## src/rtl/pio_pkg.sv

```systemverilog
package pio_pkg;

    localparam int MODE_W = 3;

    // Role of one pad cell
    typedef enum logic [MODE_W-1:0] {
        PM_COMB_IN = 3'd0,
        PM_REG_IN  = 3'd1,
        PM_LAT_IN  = 3'd2,
        PM_OUT     = 3'd3,
        PM_BIDIR   = 3'd4
    } pin_mode_e;

    // Last seen level of the selected I/O clock line
    typedef enum logic {
        CK_LOW  = 1'b0,
        CK_HIGH = 1'b1
    } ck_state_e;

endpackage

```

## src/rtl/pio_capture.sv

```systemverilog
module pio_capture
    import pio_pkg::*;
#(
    parameter int NUM_IOCLK = 2,
    parameter int SEL_W     = 1
) (
    input  logic                 clk,
    input  logic                 rst_n,
    input  logic [NUM_IOCLK-1:0] io_clk,
    input  logic [SEL_W-1:0]     clk_sel,
    input  logic [MODE_W-1:0]    mode,
    input  logic                 pad_in,
    output logic                 cap_q
);

    logic      line_lvl;
    logic      rise;
    ck_state_e st_q;
    ck_state_e st_d;

    // Pick the I/O clock line; an index past the last line reads as low
    always_comb begin
        if (int'(clk_sel) < NUM_IOCLK) begin
            line_lvl = io_clk[clk_sel];
        end else begin
            line_lvl = 1'b0;
        end
    end

    // State register
    always_ff @(posedge clk or negedge rst_n) begin
        if (!rst_n) begin
            st_q <= CK_LOW;
        end else begin
            st_q <= st_d;
        end
    end

    // Next state: T_RISE and T_FALL
    always_comb begin
        st_d = st_q;
        unique case (st_q)
            CK_LOW:  if (line_lvl)  st_d = CK_HIGH;
            CK_HIGH: if (!line_lvl) st_d = CK_LOW;
            default: st_d = CK_LOW;
        endcase
    end

    // Output decode: a rising edge fires only from CK_LOW
    always_comb begin
        rise = 1'b0;
        unique case (st_q)
            CK_LOW:  rise = line_lvl;
            CK_HIGH: rise = 1'b0;
            default: rise = 1'b0;
        endcase
    end

    // Shared register/latch storage
    always_ff @(posedge clk or negedge rst_n) begin
        if (!rst_n) begin
            cap_q <= 1'b0;
        end else if (mode == PM_REG_IN && rise) begin
            cap_q <= pad_in;
        end else if (mode == PM_LAT_IN && line_lvl) begin
            cap_q <= pad_in;
        end
    end


    reg_hold_chk: assert property (@(posedge clk) disable iff (!rst_n)
        (mode == PM_REG_IN && !rise) |=> $stable(cap_q));


    reg_take_chk: assert property (@(posedge clk) disable iff (!rst_n)
        (mode == PM_REG_IN && rise) |=> (cap_q == $past(pad_in)));


    lat_follow_chk: assert property (@(posedge clk) disable iff (!rst_n)
        (mode == PM_LAT_IN && line_lvl) |=> (cap_q == $past(pad_in)));


    lat_hold_chk: assert property (@(posedge clk) disable iff (!rst_n)
        (mode == PM_LAT_IN && !line_lvl) |=> $stable(cap_q));


    always @(posedge clk) begin
        if (!rst_n) begin
            rst_clear_chk: assert (cap_q == 1'b0 && st_q == CK_LOW);
        end
    end

endmodule

```

## src/rtl/pio_oe_ctl.sv

```systemverilog
module pio_oe_ctl
    import pio_pkg::*;
(
    input  logic              clk,
    input  logic              rst_n,
    input  logic [MODE_W-1:0] mode,
    input  logic              oe_sel,
    input  logic              glb_oe,
    input  logic              pt_oe,
    input  logic              drv_data,
    output logic              pad_oe,
    output logic              pad_out
);

    logic may_drive;
    logic sel_en;

    // Only the output and bidirectional roles may drive
    always_comb begin
        case (mode)
            PM_OUT, PM_BIDIR: may_drive = 1'b1;
            default:          may_drive = 1'b0;
        endcase
    end

    // Enable source selection
    always_comb begin
        sel_en  = oe_sel ? glb_oe : pt_oe;
        pad_oe  = may_drive & sel_en;
        pad_out = pad_oe & drv_data;
    end


    quiet_out_chk: assert property (@(posedge clk) disable iff (!rst_n)
        !pad_oe |-> !pad_out);


    no_drive_chk: assert property (@(posedge clk) disable iff (!rst_n)
        pad_oe |-> (mode == PM_OUT || mode == PM_BIDIR));

endmodule

```

## src/rtl/pio_cell.sv

```systemverilog
module pio_cell
    import pio_pkg::*;
#(
    parameter int NUM_IOCLK = 2,
    parameter int SEL_W     = 1
) (
    input  logic                 clk,
    input  logic                 rst_n,
    input  logic [NUM_IOCLK-1:0] io_clk,
    input  logic                 glb_oe,
    input  logic [MODE_W-1:0]    cfg_mode,
    input  logic [SEL_W-1:0]     cfg_clk_sel,
    input  logic                 cfg_oe_sel,
    input  logic                 pt_oe,
    input  logic                 drv_data,
    output logic                 rcv_data,
    input  logic                 pad_in,
    output logic                 pad_out,
    output logic                 pad_oe
);

    logic cap_q;

    pio_capture #(
        .NUM_IOCLK (NUM_IOCLK),
        .SEL_W     (SEL_W)
    ) u_cap (
        .clk     (clk),
        .rst_n   (rst_n),
        .io_clk  (io_clk),
        .clk_sel (cfg_clk_sel),
        .mode    (cfg_mode),
        .pad_in  (pad_in),
        .cap_q   (cap_q)
    );

    pio_oe_ctl u_oe (
        .clk      (clk),
        .rst_n    (rst_n),
        .mode     (cfg_mode),
        .oe_sel   (cfg_oe_sel),
        .glb_oe   (glb_oe),
        .pt_oe    (pt_oe),
        .drv_data (drv_data),
        .pad_oe   (pad_oe),
        .pad_out  (pad_out)
    );

    // Receive path selection by role
    always_comb begin
        case (cfg_mode)
            PM_COMB_IN, PM_BIDIR: rcv_data = pad_in;
            PM_REG_IN, PM_LAT_IN: rcv_data = cap_q;
            default:              rcv_data = 1'b0;
        endcase
    end


    out_rcv_zero_chk: assert property (@(posedge clk) disable iff (!rst_n)
        (cfg_mode == PM_OUT) |-> !rcv_data);


    bad_code_chk: assert property (@(posedge clk) disable iff (!rst_n)
        (cfg_mode > PM_BIDIR) |-> (!rcv_data && !pad_oe));

endmodule

```

## src/rtl/pio_bank.sv

```systemverilog
module pio_bank
    import pio_pkg::*;
#(
    parameter int NCELL     = 4,
    parameter int NUM_IOCLK = 2,
    parameter int SEL_W     = (NUM_IOCLK > 1) ? $clog2(NUM_IOCLK) : 1
) (
    input  logic                   clk,
    input  logic                   rst_n,
    input  logic [NUM_IOCLK-1:0]   io_clk,
    input  logic                   glb_oe,
    input  logic [NCELL*MODE_W-1:0] cfg_mode,
    input  logic [NCELL*SEL_W-1:0] cfg_clk_sel,
    input  logic [NCELL-1:0]       cfg_oe_sel,
    input  logic [NCELL-1:0]       pt_oe,
    input  logic [NCELL-1:0]       drv_data,
    output logic [NCELL-1:0]       rcv_data,
    input  logic [NCELL-1:0]       pad_in,
    output logic [NCELL-1:0]       pad_out,
    output logic [NCELL-1:0]       pad_oe
);

    for (genvar i = 0; i < NCELL; i++) begin : g_cell
        pio_cell #(
            .NUM_IOCLK (NUM_IOCLK),
            .SEL_W     (SEL_W)
        ) u_cell (
            .clk         (clk),
            .rst_n       (rst_n),
            .io_clk      (io_clk),
            .glb_oe      (glb_oe),
            .cfg_mode    (cfg_mode[i*MODE_W +: MODE_W]),
            .cfg_clk_sel (cfg_clk_sel[i*SEL_W +: SEL_W]),
            .cfg_oe_sel  (cfg_oe_sel[i]),
            .pt_oe       (pt_oe[i]),
            .drv_data    (drv_data[i]),
            .rcv_data    (rcv_data[i]),
            .pad_in      (pad_in[i]),
            .pad_out     (pad_out[i]),
            .pad_oe      (pad_oe[i])
        );
    end

endmodule

```

## config.mk

```make
export PLATFORM = sky130hd
export DESIGN_NAME = pio_bank
export DESIGN_NICKNAME = d
export VERILOG_FILES = /design/src/rtl/pio_pkg.sv /design/src/rtl/pio_capture.sv /design/src/rtl/pio_oe_ctl.sv /design/src/rtl/pio_cell.sv /design/src/rtl/pio_bank.sv
export SDC_FILE = /design/constraint.sdc
export NUM_CORES = 1
export LEC_CHECK = 0
export ABC_AREA = 1
export BUFFER_PORTS_ARGS = -buffer_cell sky130_fd_sc_hd__buf_2
export CORE_MARGIN = 2
export CORE_UTILIZATION = 35
export DETAILED_ROUTE_END_ITERATION = 12
export HOLD_SLACK_MARGIN = 0.08
export PLACE_DENSITY = 0.68
export SETUP_SLACK_MARGIN = 0.15
export SYNTH_ARGS = -nofsm -noshare
export SYNTH_HDL_FRONTEND = slang
export SYNTH_SLANG_ARGS = --single-unit
```

## constraint.sdc

```tcl
create_clock -name clk -period 1.2 [get_ports clk]
set_input_delay 0.06 -clock clk [delete_from_list [all_inputs] [get_ports clk]]
set_output_delay 0.06 -clock clk [all_outputs]
set_load 0.02 [all_outputs]
```

==> results of run 1 <==
## cell families (layout without fill, tap and decap cells)
group / Yosys count / in the layout / share of synthesized area [%]
buffers and inverters: 32 / 76 / 21.7
AND/OR/NAND/NOR: 60 / 60 / 37.8
AO/OA/AOI/OAI: 18 / 18 / 14.3
flip-flops: 8 / 8 / 26.3
## cell usage after synthesis
| master | instances |
|---|---|
| a21oi_2 | 1 |
| o21ai_0 | 4 |
| nor2_1 | 8 |
| nand2_2 | 2 |
| a21oi_1 | 5 |
| buf_4 | 12 |
| o21ai_1 | 4 |
| inv_1 | 18 |
| inv_2 | 2 |
| nand2_1 | 31 |
| dfrtp_1 | 8 |
| nor3b_2 | 3 |
| o21ai_2 | 4 |
| nand4_1 | 4 |
| nor2_2 | 5 |
| nand3_1 | 7 |
## repair_timing
action,in CTS,in global routing
hold buffers,4,0
hold endpoints to repair,11,0
setup endpoints to repair,0,3
setup buffers,0,1
gates resized for setup,0,3
## where the power goes
part	total [mW]	switching [mW]	internal [mW]
combinational	0.327	0.183	0.144
clock	0.198	0.0844	0.114
sequential	0.332	0.0206	0.312
total	0.858	0.288	0.570
## registers in the layout (all words and copies together) (netlist names)
name / count
g_cell.u_cell.u_cap.cap_q: 4
g_cell.u_cell.u_cap.st_q: 4
## worst max-delay path: cells and delay by family, from the launching register on
family | cells | cell delay, ns
flops | 1 | 0.34
buf+inv | 1 | 0.18
compound gates | 1 | 0.11
simple gates | 1 | 0.06
## per-stage QoR
stage | area [µm²] | worst slack (ns)
2_1_floorplan | 762 | 0.416
3_3_place_gp | 946 | 0.357
3_5_place_dp | 946 | 0.338
4_1_cts | 1010 | 0.159
5_1_grt | 1020 | 0.147
6_report | 1020 | 0.210
## layout make-up
class	count	area, µm²	area share [%]
well taps	27	33.8	3.32
flip-flops and latches	8	200	19.7
multi-input cells	78	397	38.9
repair buffers	53	290	28.5
inverters	20	75.1	7.37
clock buffers	3	22.5	2.21
## metal layers
layer	global-route usage (%)	vias to the layer above
li1	-	451
met1	15.1	329
met2	25.7	35
met3	2.08	0
met4	4.05	0
met5	0	-
## final timing paths
check                                                              start                                  endpoint  slack (ns)  cells past startpoint
max in group asynchronous                                          rst_n  g_cell[3].u_cell.u_cap.cap_q$_DFFE_PN0P_        0.85                      2
worst max register to register     g_cell[2].u_cell.u_cap.st_q$_DFF_PN0_  g_cell[2].u_cell.u_cap.cap_q$_DFFE_PN0P_        0.35                      4
worst max-delay path            g_cell[0].u_cell.u_cap.cap_q$_DFFE_PN0P_                               rcv_data[0]        0.21                      3
worst min register to register  g_cell[0].u_cell.u_cap.cap_q$_DFFE_PN0P_  g_cell[0].u_cell.u_cap.cap_q$_DFFE_PN0P_        0.48                      2
worst min-delay path                                           pad_in[2]  g_cell[2].u_cell.u_cap.cap_q$_DFFE_PN0P_        0.09                      3
min in group asynchronous                                          rst_n  g_cell[2].u_cell.u_cap.cap_q$_DFFE_PN0P_        0.18                      2
==> flow_summary_export.csv, run 1 <==
group,metric,value,unit
routing,viasPerCell,4.31,
cells_and_area,fillCellCount,219,
timing,max_slew.worst_pin.slew,0.219,ns
routing,ant_nets,0,
cells_and_area,stdcell_count,189,
timing,hold-worst-slack,0.0860,ns
setup_path,critical_path_required,1.14,ns
timing,setup_tns,0,ns
clocking,cts.root.buffer_cell,"clkbuf_4",
timing,finalMaxSlewViolations,0,
routing,drc,0,
setup_path,crit_path_max_incr_delay,0.34,ns
floorplan,design.die.area,0.00257,mm²
grt,overflow,0,
routing,routed_wl,1640,µm
floorplan,initial_utilization,38.1,%
grt,pin_count_of_the_biggest_net_entering_global_routing,9,
min_path,timing.hold.worst.class,"in2reg",
pwr,report.power.total,0.858,mW
placement,detailedPlacementHpwl,1390,µm
run_status,outcome,"complete, no violations",
setup_path,arrival_time_worst_endpoint,0.93,ns
clocking,tritoncts.num_buffers,3,
routing,wl_met1,724,µm
cells_and_area,commonest_non_fill_non_tap_cell_in_the_layout,"buf_2",
clocking,cts-htree-levels,1,
setup_path,timing_worst_setup_path_type,"reg2out",
pwr,ir_drop_worst_case_vdd,0.000511,V
floorplan,top_level_ports,49,
routing,met2_wirelength,760,µm
timing,fin_worst_skew,0.0000363,ns
placement,io_buffer_count,48,
yosys,yosysUniqueCellTypes,16,
placement,dp.cells,181,
cells_and_area,layout.core_utilization,50.9,%
timing,fin_crit_sh,82.5,%
routing,post_drt_wl_per_cell,8.65,µm
cells_and_area,design.final.nets,201,
yosys,synthesis.instances,118,
clocking,cts.path.max_buffers,2,
yosys,synth_fp_nets,155,
grt,grt.total_usage,13.5,%
yosys,postSynthRegisterBits,8,
setup_path,worst-path-max-fanout,2,
yosys,yosys-top-cells-area,"dfrtp_1, nand2_1, buf_4",
setup_path,setup.worst_path.start_class,"flop",
placement,gp_congestion,0.759,
cells_and_area,post_route_cells_drive_above_1_share,42.6,%
floorplan,die_y,50.7,µm
timing,fmaxAchievable,1010,MHz
pwr,cellLeakagePower,0.608,nW
clocking,cts.reportedPaths.clkPinSlew,0.06,ns
job,timing.max_cap.violations,0,
yosys,synth_area_leader_cell,"dfrtp_1",
clocking,clock_tree_from_tritoncts,"built",
cells_and_area,most_used_cells_in_the_layout_excluding_fill_and_tap_cells,"buf_2, nand2_1, inv_1, nor2_1, dfrtp_1",
clocking,worst_skew_pair.late_latency,0.24,ns
setup_path,crit_path_cell_trace,"nand2_1 > o21ai_1 > buf_2",
timing,setup_viol,0,
floorplan,die_width,50.7,µm
routing,routed-wl-met3,151,µm
routing,drtPass1Iterations,3,
clocking,clock-sinks,8,
grt,first_global_vias,732,
setup_path,worst_setup_end_kind,"output port",
timing,tightest_slew_margin_relative_to_the_limit,85.4,%
floorplan,fp.coreArea,0.00200,mm²
cells_and_area,flow.area_growth_from_synthesis,33.7,%
grt,grt_antenna_before_repair,0,
routing,top_layer,"met3",
timing,rsz0062_at_grt,"true",
timing,layout_min_cycle_time,0.990,ns
timing,finalHoldViolCount,0,
pwr,power.density,842,mW/mm²
grt,grt_first_pass_wirelength,2720,µm
yosys,synth.yosys.seq_area_share,26.3,%
floorplan,placementRows,16,
yosys,ys_warn_count,0,
yosys,postSynthAreaPerCell,6.46,µm²
yosys,post-synth-top-area-fraction,26.3,%
cells_and_area,antenna_cells,0,
yosys,post_synth_instance_area,762,µm²
setup_path,cp_slowest_cell,"dfrtp_1",
routing,vias,815,
routing,detailedRoute.firstIterationViolations,6,
Power figures use the tool's default switching activity.
==> run 2, diff against run 1 <==
--- a/config.mk
+++ b/config.mk
@@ -11,7 +11,7 @@
 export CORE_UTILIZATION = 35
 export DETAILED_ROUTE_END_ITERATION = 12
 export HOLD_SLACK_MARGIN = 0.08
-export PLACE_DENSITY = 0.68
+export PLACE_DENSITY = 0.71
 export SETUP_SLACK_MARGIN = 0.15
 export SYNTH_ARGS = -nofsm -noshare
 export SYNTH_HDL_FRONTEND = slang
==> constraint.sdc (replaced) <==
create_clock -name clk -period 0.9 [get_ports clk]
set_input_delay 0.045 -clock clk [delete_from_list [all_inputs] [get_ports clk]]
set_output_delay 0.045 -clock clk [all_outputs]
set_load 0.02 [all_outputs]
==> run 2 against run 1 <==
  * The flow now finishes with violations (negative setup slack)
  * Worst hold slack got worse by 0.064 ns
  * Count of clock-buffer cells in the layout did not move
  * Non-clock buffer count rose by 12
  * Sequential share of layout area fell by 4.1 points
  * Global-route usage rose by 4.7 points
  * Flip-flop and latch count did not move
  * First-iteration DRC count rose by 50%
  * Critical endpoint is now rcv_data[2]
  * Clock skew barely moved
  * Critical path depth did not move
  * Final cell count rose by 6.3%
  * Worst setup slack got worse by 0.32 ns
  * Core utilization rose by 13 points
==> flow_summary_export.csv, run 2 (synthesis results as in run 1) <==
group,metric,value,unit
grt,pin_count_of_the_biggest_net_entering_global_routing,9,
grt,grt.total_usage,18.2,%
run_status,failed_checks,"negative setup slack",
clocking,cts.path.max_buffers,2,
setup_path,path_buf_inv,1,
setup_path,cp_slowest_cell,"dfrtp_1",
routing,viasPerCell,4.73,
setup_path,arrival_time_worst_endpoint,0.96,ns
cells_and_area,layout.core_utilization,64.3,%
timing,finalMaxSlewViolations,0,
placement,post-place-ws,0.0525,ns
cells_and_area,finalInstanceArea,0.00129,mm²
grt,first_global_vias,898,
setup_path,worst_setup_end_kind,"output port",
timing,hold-worst-slack,0.0218,ns
setup_path,timing_worst_setup_path_type,"reg2out",
min_path,timing.hold.worst.class,"in2reg",
grt,grt_first_pass_wirelength,3520,µm
clocking,clock_tree_from_tritoncts,"built",
cells_and_area,flow.area_growth_from_synthesis,68.8,%
floorplan,top_level_ports,49,
pwr,report.power.total,1.33,mW
pwr,p_comb_share,46.2,%
timing,final.setup.worst_slack,-0.107,ns
pwr,power.share.switching,34.4,%
clocking,clock-sinks,8,
clocking,cts-htree-levels,1,
setup_path,timing.critical_path.max_delay_family,"flip-flops",
setup_path,ff2ff_path_depth,4,
timing,setup_tns,-0.281,ns
setup_path,crit-reg2reg-capture,"g_cell[0].u_cell.u_cap.cap_q$_DFFE_PN0P_",
clocking,worst_skew_pair.late_latency,0.25,ns
setup_path,worst-r2r-setup-slack,0.07,ns
timing,rsz0062_at_grt,"true",
job,timing.max_cap.violations,0,
setup_path,crit_path_cell_trace,"nand2_1 > o21ai_2 > buf_6",
routing,vias,951,
timing,finalHoldViolCount,0,
run_status,outcome,"finished with violations",
placement,gp_congestion,0.665,
timing,layout_min_cycle_time,1.01,ns
clocking,cts.root.buffer_cell,"clkbuf_4",
grt,overflow,0,
pwr,seqPwrFrac,33.6,%
floorplan,die_y,50.7,µm
timing,tightest_slew_margin_relative_to_the_limit,84.9,%
cells_and_area,design.final.nets,213,
pwr,power.density,1040,mW/mm²
clocking,cts.reportedPaths.clkPinSlew,0.05,ns
routing,post_drt_wl_per_cell,11.9,µm
setup_path,crit_path_max_incr_delay,0.34,ns
setup_path,worst_r2r_startpoint,"g_cell[0].u_cell.u_cap.cap_q$_DFFE_PN0P_",
timing,fmaxAchievable,993,MHz
cells_and_area,ff_latch_area,200,µm²
setup_path,setup.worst_path.start_class,"flop",
setup_path,critical_path_required,0.85,ns
clocking,tritoncts.num_buffers,3,
routing,drc,0,
cells_and_area,antenna_cells,0,
timing,max_slew.worst_pin.slew,0.226,ns
setup_path,cp_num_cells,3,
cells_and_area,post_route_cells_drive_above_1_share,55.2,%
routing,routed_wl,2400,µm
setup_path,setup.worst_path.end,"rcv_data[2]",
cells_and_area,largest_registers,"g_cell.u_cell.u_cap.cap_q x4, g_cell.u_cell.u_cap.st_q x4",
floorplan,initial_utilization,38.1,%
placement,io_buffer_count,48,
cells_and_area,stdcell_count,201,
routing,detailedRoute.firstIterationViolations,9,
grt,grt_antenna_before_repair,0,
floorplan,placementRows,16,
cells_and_area,multi_input_comb_area,468,µm²
cells_and_area,commonest_non_fill_non_tap_cell_in_the_layout,"buf_2",
pwr,p_switching,0.458,mW
setup_path,worst-path-max-fanout,2,
floorplan,design.die.area,0.00257,mm²
floorplan,fp.coreArea,0.00200,mm²
clocking,holdBufCountCts,6,
pwr,clock_power_share,20.2,%
placement,dp.cells,183,
setup_path,source_of_the_critical_timing_path,"g_cell[2].u_cell.u_cap.cap_q$_DFFE_PN0P_",
routing,ant_nets,0,
routing,drtPass1Iterations,5,
timing,fin_worst_skew,0.000303,ns
floorplan,die_width,50.7,µm
timing,fin_crit_sh,112,%
pwr,cellLeakagePower,0.708,nW
timing,setup_viol,4,
placement,detailedPlacementHpwl,1620,µm
cells_and_area,fillCellCount,186,
placement,placed_area,968,µm²
pwr,cell_internal_pwr,0.873,mW
cells_and_area,most_used_cells_in_the_layout_excluding_fill_and_tap_cells,"buf_2, nand2_1, buf_4, inv_1, o21ai_2",
pwr,ir_drop_worst_case_vdd,0.000682,V
[run 2: changes by cell type in the layout (fill, tap and decap cells not counted), moves of 5 or more]
cell	previous run	this run
nand2_1	31	25
nand2_2	2	7
buf_6	0	7
o21ai_2	4	9
buf_2	47	30
buf_4	2	19
[run 2: worst min-delay path by stage]
stage | slack, ns | start | depth (start not counted) | to
final | 0.02 | cfg_clk_sel[2] | 2 | g_cell[2].u_cell.u_cap.st_q$_DFF_PN0_
after global routing | 0.02 | cfg_clk_sel[2] | 2 | g_cell[2].u_cell.u_cap.st_q$_DFF_PN0_
after CTS | 0.02 | cfg_clk_sel[2] | 2 | g_cell[2].u_cell.u_cap.st_q$_DFF_PN0_
after detailed placement | -0.11 | rst_n | 1 | g_cell[2].u_cell.u_cap.cap_q$_DFFE_PN0P_
after global placement | -0.11 | rst_n | 1 | g_cell[0].u_cell.u_cap.cap_q$_DFFE_PN0P_
after floorplan | -0.25 | rst_n | 0 | g_cell[0].u_cell.u_cap.cap_q$_DFFE_PN0P_
[run 2: power by group through the flow]
stage	sequential, mW	combinational [mW]	clock [mW]
global route	0.453	0.674	0.303
detailed placement	0.452	0.424	0
CTS	0.444	0.518	0.277
floorplan	0.443	0.294	0
global placement	0.448	0.401	0
finish	0.448	0.615	0.269
[run 2: final cells by class]
| class | instances | area share (%) |
|---|---|---|
| Clock buffer | 3 | 1.75 |
| Inverter | 20 | 6.61 |
| Multi-Input combinational cell | 78 | 36.4 |
| Sequential cell | 8 | 15.6 |
| Tap cell | 27 | 2.63 |
| Timing Repair Buffer | 65 | 37.1 |
[run 2: per-layer routing]
metal | global-route usage [%] | up-vias | part of all wire, %
met1 | 17.0 | 423 | 35
met4 | 5.41 | 0 | 1.3
met3 | 4.46 | 4 | 7.5
li1 | - | 481 | -
met5 | 0 | - | 0
met2 | 37.5 | 43 | 56
[run 2: timing repair]
| item | 4_1_cts | 5_1_grt |
|---|---|---|
| endpoints found under the hold margin | 15 | 2 |
| setup buffers | 4 | 5 |
| endpoints found under the setup margin | 14 | 16 |
| pin swaps | 12 | 19 |
| gates resized for setup | 26 | 29 |
==> run 3, diff against run 2 <==
--- a/config.mk
+++ b/config.mk
@@ -5,13 +5,12 @@
 export SDC_FILE = /design/constraint.sdc
 export NUM_CORES = 1
 export LEC_CHECK = 0
-export ABC_AREA = 1
 export BUFFER_PORTS_ARGS = -buffer_cell sky130_fd_sc_hd__buf_2
 export CORE_MARGIN = 2
-export CORE_UTILIZATION = 35
+export CORE_UTILIZATION = 37
 export DETAILED_ROUTE_END_ITERATION = 12
 export HOLD_SLACK_MARGIN = 0.08
-export PLACE_DENSITY = 0.71
+export PLACE_DENSITY = 0.75
 export SETUP_SLACK_MARGIN = 0.15
 export SYNTH_ARGS = -nofsm -noshare
 export SYNTH_HDL_FRONTEND = slang
==> run 3 against run 2 <==
  * The run still ends with negative setup slack left
  * Flip-flop and latch count is the same
  * Final cell count shrank 21%
  * Critical path type is now reg2reg
  * Combinational power is 7.5% lower
  * Clock skew about the same
  * Sequential power about the same
  * Die area down 7.9%
  * Wire length decreased by 17%
  * Count of clock-buffer cells in the layout stayed put
  * Worst hold slack improved by 0.0085 ns
  * Register-to-register slack got worse by 0.40 ns
  * Global-route usage is 0.12 points higher
  * Synthesized cell count fell by 34%
  * Largest cell class is now multi-input gates
==> flow_summary_export.csv, run 3 <==
group,metric,value,unit
run_status,outcome,"finished with violations",
run_status,failed_checks,"negative setup slack",
yosys,yosysUniqueCellTypes,26,
floorplan,placementRows,16,
job,timing.max_cap.violations,0,
cells_and_area,flow.area_growth_from_synthesis,66.0,%
yosys,synth.top_cells.by_count,"buf_4, dfrtp_1, a21oi_1",
yosys,postSynthAreaPerCell,9.45,µm²
setup_path,crit_path_cell_trace,"or3b_4 > a2111oi_4 > a311oi_1",
placement,detailedPlacementHpwl,1340,µm
timing,finalMaxSlewViolations,0,
grt,grt_antenna_before_repair,0,
clocking,worst_skew_pair.late_latency,0.25,ns
setup_path,timing_worst_setup_path_type,"reg2reg",
floorplan,fp.coreArea,0.00192,mm²
floorplan,die_width,48.6,µm
setup_path,critical_path_required,1.03,ns
routing,vias,759,
grt,pin_count_of_the_biggest_net_entering_global_routing,9,
pwr,p_comb_share,44.0,%
timing,tightest_slew_margin_relative_to_the_limit,78.9,%
pwr,report.power.total,1.29,mW
clocking,tritoncts.num_buffers,3,
grt,overflow,0,
cells_and_area,multi_input_comb_area,492,µm²
timing,fin_worst_skew,0.0000982,ns
pwr,seqPwrFrac,34.6,%
cells_and_area,commonest_non_fill_non_tap_cell_in_the_layout,"buf_2",
pwr,ir_drop_worst_case_vdd,0.000680,V
setup_path,worst_setup_end_kind,"flop",
yosys,synth_area_leader_cell,"dfrtp_1",
timing,fin_crit_sh,137,%
setup_path,setup.worst_path.end,"g_cell[3].u_cell.u_cap.cap_q$_DFFE_PN0P_",
setup_path,ff2ff_path_depth,3,
timing,setup_viol,13,
yosys,synthesis.instances,78,
yosys,post-synth-top-area-fraction,27.2,%
setup_path,crit-reg2reg-capture,"g_cell[3].u_cell.u_cap.cap_q$_DFFE_PN0P_",
yosys,synth_edf_count,0,
clocking,cts-htree-levels,1,
routing,drtPass1Iterations,2,
setup_path,worst_r2r_startpoint,"g_cell[3].u_cell.u_cap.st_q$_DFF_PN0_",
clocking,cts.root.buffer_cell,"clkbuf_4",
routing,ant_nets,0,
setup_path,worst-path-max-fanout,2,
grt,grt.total_usage,18.3,%
cells_and_area,antenna_cells,0,
floorplan,design.die.area,0.00236,mm²
yosys,most_repeated_cell_in_the_gate_level_netlist_after_synthesis,"buf_4",
cells_and_area,post_route_cells_drive_above_1_share,62.1,%
pwr,power.density,1060,mW/mm²
setup_path,arrival_time_worst_endpoint,1.36,ns
setup_path,cp_slowest_cell,"or3b_4",
yosys,most_instantiated_flip_flop_cell_in_the_synthesis_netlist,"dfrtp_1",
setup_path,crit_path_max_incr_delay,0.39,ns
timing,max_slew.worst_pin.slew,0.307,ns
cells_and_area,most_used_cells_in_the_layout_excluding_fill_and_tap_cells,"buf_2, buf_4, buf_6, dfrtp_1, mux2i_1",
placement,post-place-ws,-0.344,ns
pwr,cell_internal_pwr,0.905,mW
yosys,post_synth_instance_area,737,µm²
clocking,cts.path.max_buffers,2,
clocking,cts.reportedPaths.clkPinSlew,0.05,ns
routing,drc,0,
routing,routed_wl,1990,µm
floorplan,die_y,48.6,µm
cells_and_area,largest_registers,"g_cell.u_cell.u_cap.cap_q x4, g_cell.u_cell.u_cap.st_q x4",
pwr,p_switching,0.389,mW
yosys,synth_fp_nets,115,
timing,layout_min_cycle_time,1.23,ns
yosys,yosys-top-cells-area,"dfrtp_1, buf_4, mux2i_1",
timing,fmaxAchievable,812,MHz
clocking,holdBufCountCts,1,
pwr,power.share.switching,30.1,%
yosys,async_reset_ff_share,100,%
min_path,timing.hold.worst.class,"in2reg",
cells_and_area,design.final.nets,171,
pwr,clock_power_share,21.4,%
clocking,clock_tree_from_tritoncts,"built",
clocking,clock-sinks,8,
floorplan,initial_utilization,38.3,%
cells_and_area,fillCellCount,158,
timing,finalHoldViolCount,0,
routing,post_drt_wl_per_cell,12.5,µm
yosys,postSynthRegisterBits,8,
floorplan,top_level_ports,49,
setup_path,worst-r2r-setup-slack,-0.33,ns
setup_path,setup.worst_path.start_class,"flop",
grt,grt_first_pass_wirelength,3420,µm
routing,detailedRoute.firstIterationViolations,6,
pwr,cellLeakagePower,0.600,nW
cells_and_area,ff_latch_area,200,µm²
yosys,synth.yosys.seq_area_share,27.2,%
grt,first_global_vias,777,
timing,rsz0062_at_grt,"true",
timing,final.setup.worst_slack,-0.331,ns
yosys,ys_warn_count,0,
routing,viasPerCell,4.77,
placement,gp_congestion,0.761,
setup_path,source_of_the_critical_timing_path,"g_cell[3].u_cell.u_cap.st_q$_DFF_PN0_",
placement,io_buffer_count,48,
[run 3: how the worst min path moves through the flow]
stage	to	startpoint	depth (start not counted)
after CTS	g_cell[1].u_cell.u_cap.cap_q$_DFFE_PN0P_	pad_in[1]	2
final	g_cell[1].u_cell.u_cap.cap_q$_DFFE_PN0P_	pad_in[1]	2
after global placement	g_cell[0].u_cell.u_cap.cap_q$_DFFE_PN0P_	rst_n	1
after global routing	g_cell[1].u_cell.u_cap.cap_q$_DFFE_PN0P_	pad_in[1]	2
after detailed placement	g_cell[0].u_cell.u_cap.cap_q$_DFFE_PN0P_	rst_n	1
after floorplan	g_cell[0].u_cell.u_cap.cap_q$_DFFE_PN0P_	rst_n	0
[run 3: what timing repair did]
action	CTS	global route
buffers inserted	2	5
pin swaps	9	6
setup endpoints to repair	16	16
resized for setup	28	11
endpoints found under the hold margin	13	5
[run 3: per-layer routing]
metal / GRT usage, % / vias to the layer above / share of wire (%)
met4: 5.71 / 0 / 0.30
met3: 4.32 / 2 / 6.3
li1: - / 381 / -
met1: 20.3 / 348 / 39
met5: 0 / - / 0
met2: 34.0 / 28 / 54
[run 3: kinds of logic after synthesis]
kind of cell              share of synthesized area, %
muxes                                             17.0
AOI/OAI and AO/OA                                 16.0
and+or+nand+nor                                   23.3
DFF                                               27.2
xor gates and xnor gates                          2.38
buffers and inverters                             14.3
[run 3: worst max-delay path: cells and delay by family (launching register included)]
kind,cells,cell delay [ns]
and+or+nand+nor,1,0.39
DFF,1,0.37
AOI/OAI and AO/OA,2,0.35
[run 3: power groups by stage]
stage	clock (mW)	combinational (mW)	sequential (mW)
after floorplan	0	0.290	0.446
after global placement	0	0.425	0.450
after detailed placement	0	0.435	0.452
after CTS	0.282	0.526	0.446
after global routing	0.297	0.618	0.456
final	0.277	0.569	0.447
[run 3: metrics by stage]
stage          util [%]  setup TNS, ns  area (µm²)  hold WS (ns)  cells
2_1_floorplan         -         -0.616         761        -0.251     78
3_3_place_gp       51.7          -1.07         993        -0.107    148
3_5_place_dp       51.7          -1.19         993        -0.104    148
4_1_cts            59.6          -1.66        1150        0.0205    154
5_1_grt            63.7          -2.49        1220        0.0344    159
6_report           63.7          -1.76        1220        0.0303    159
[run 3: layout make-up]
class                   count  area share, %
clock buffers               3           1.84
inverters                   4           1.23
multi-input cells          54           40.2
flip-flops and latches      8           16.4
well taps                  27           2.76
repair buffers             63           37.6
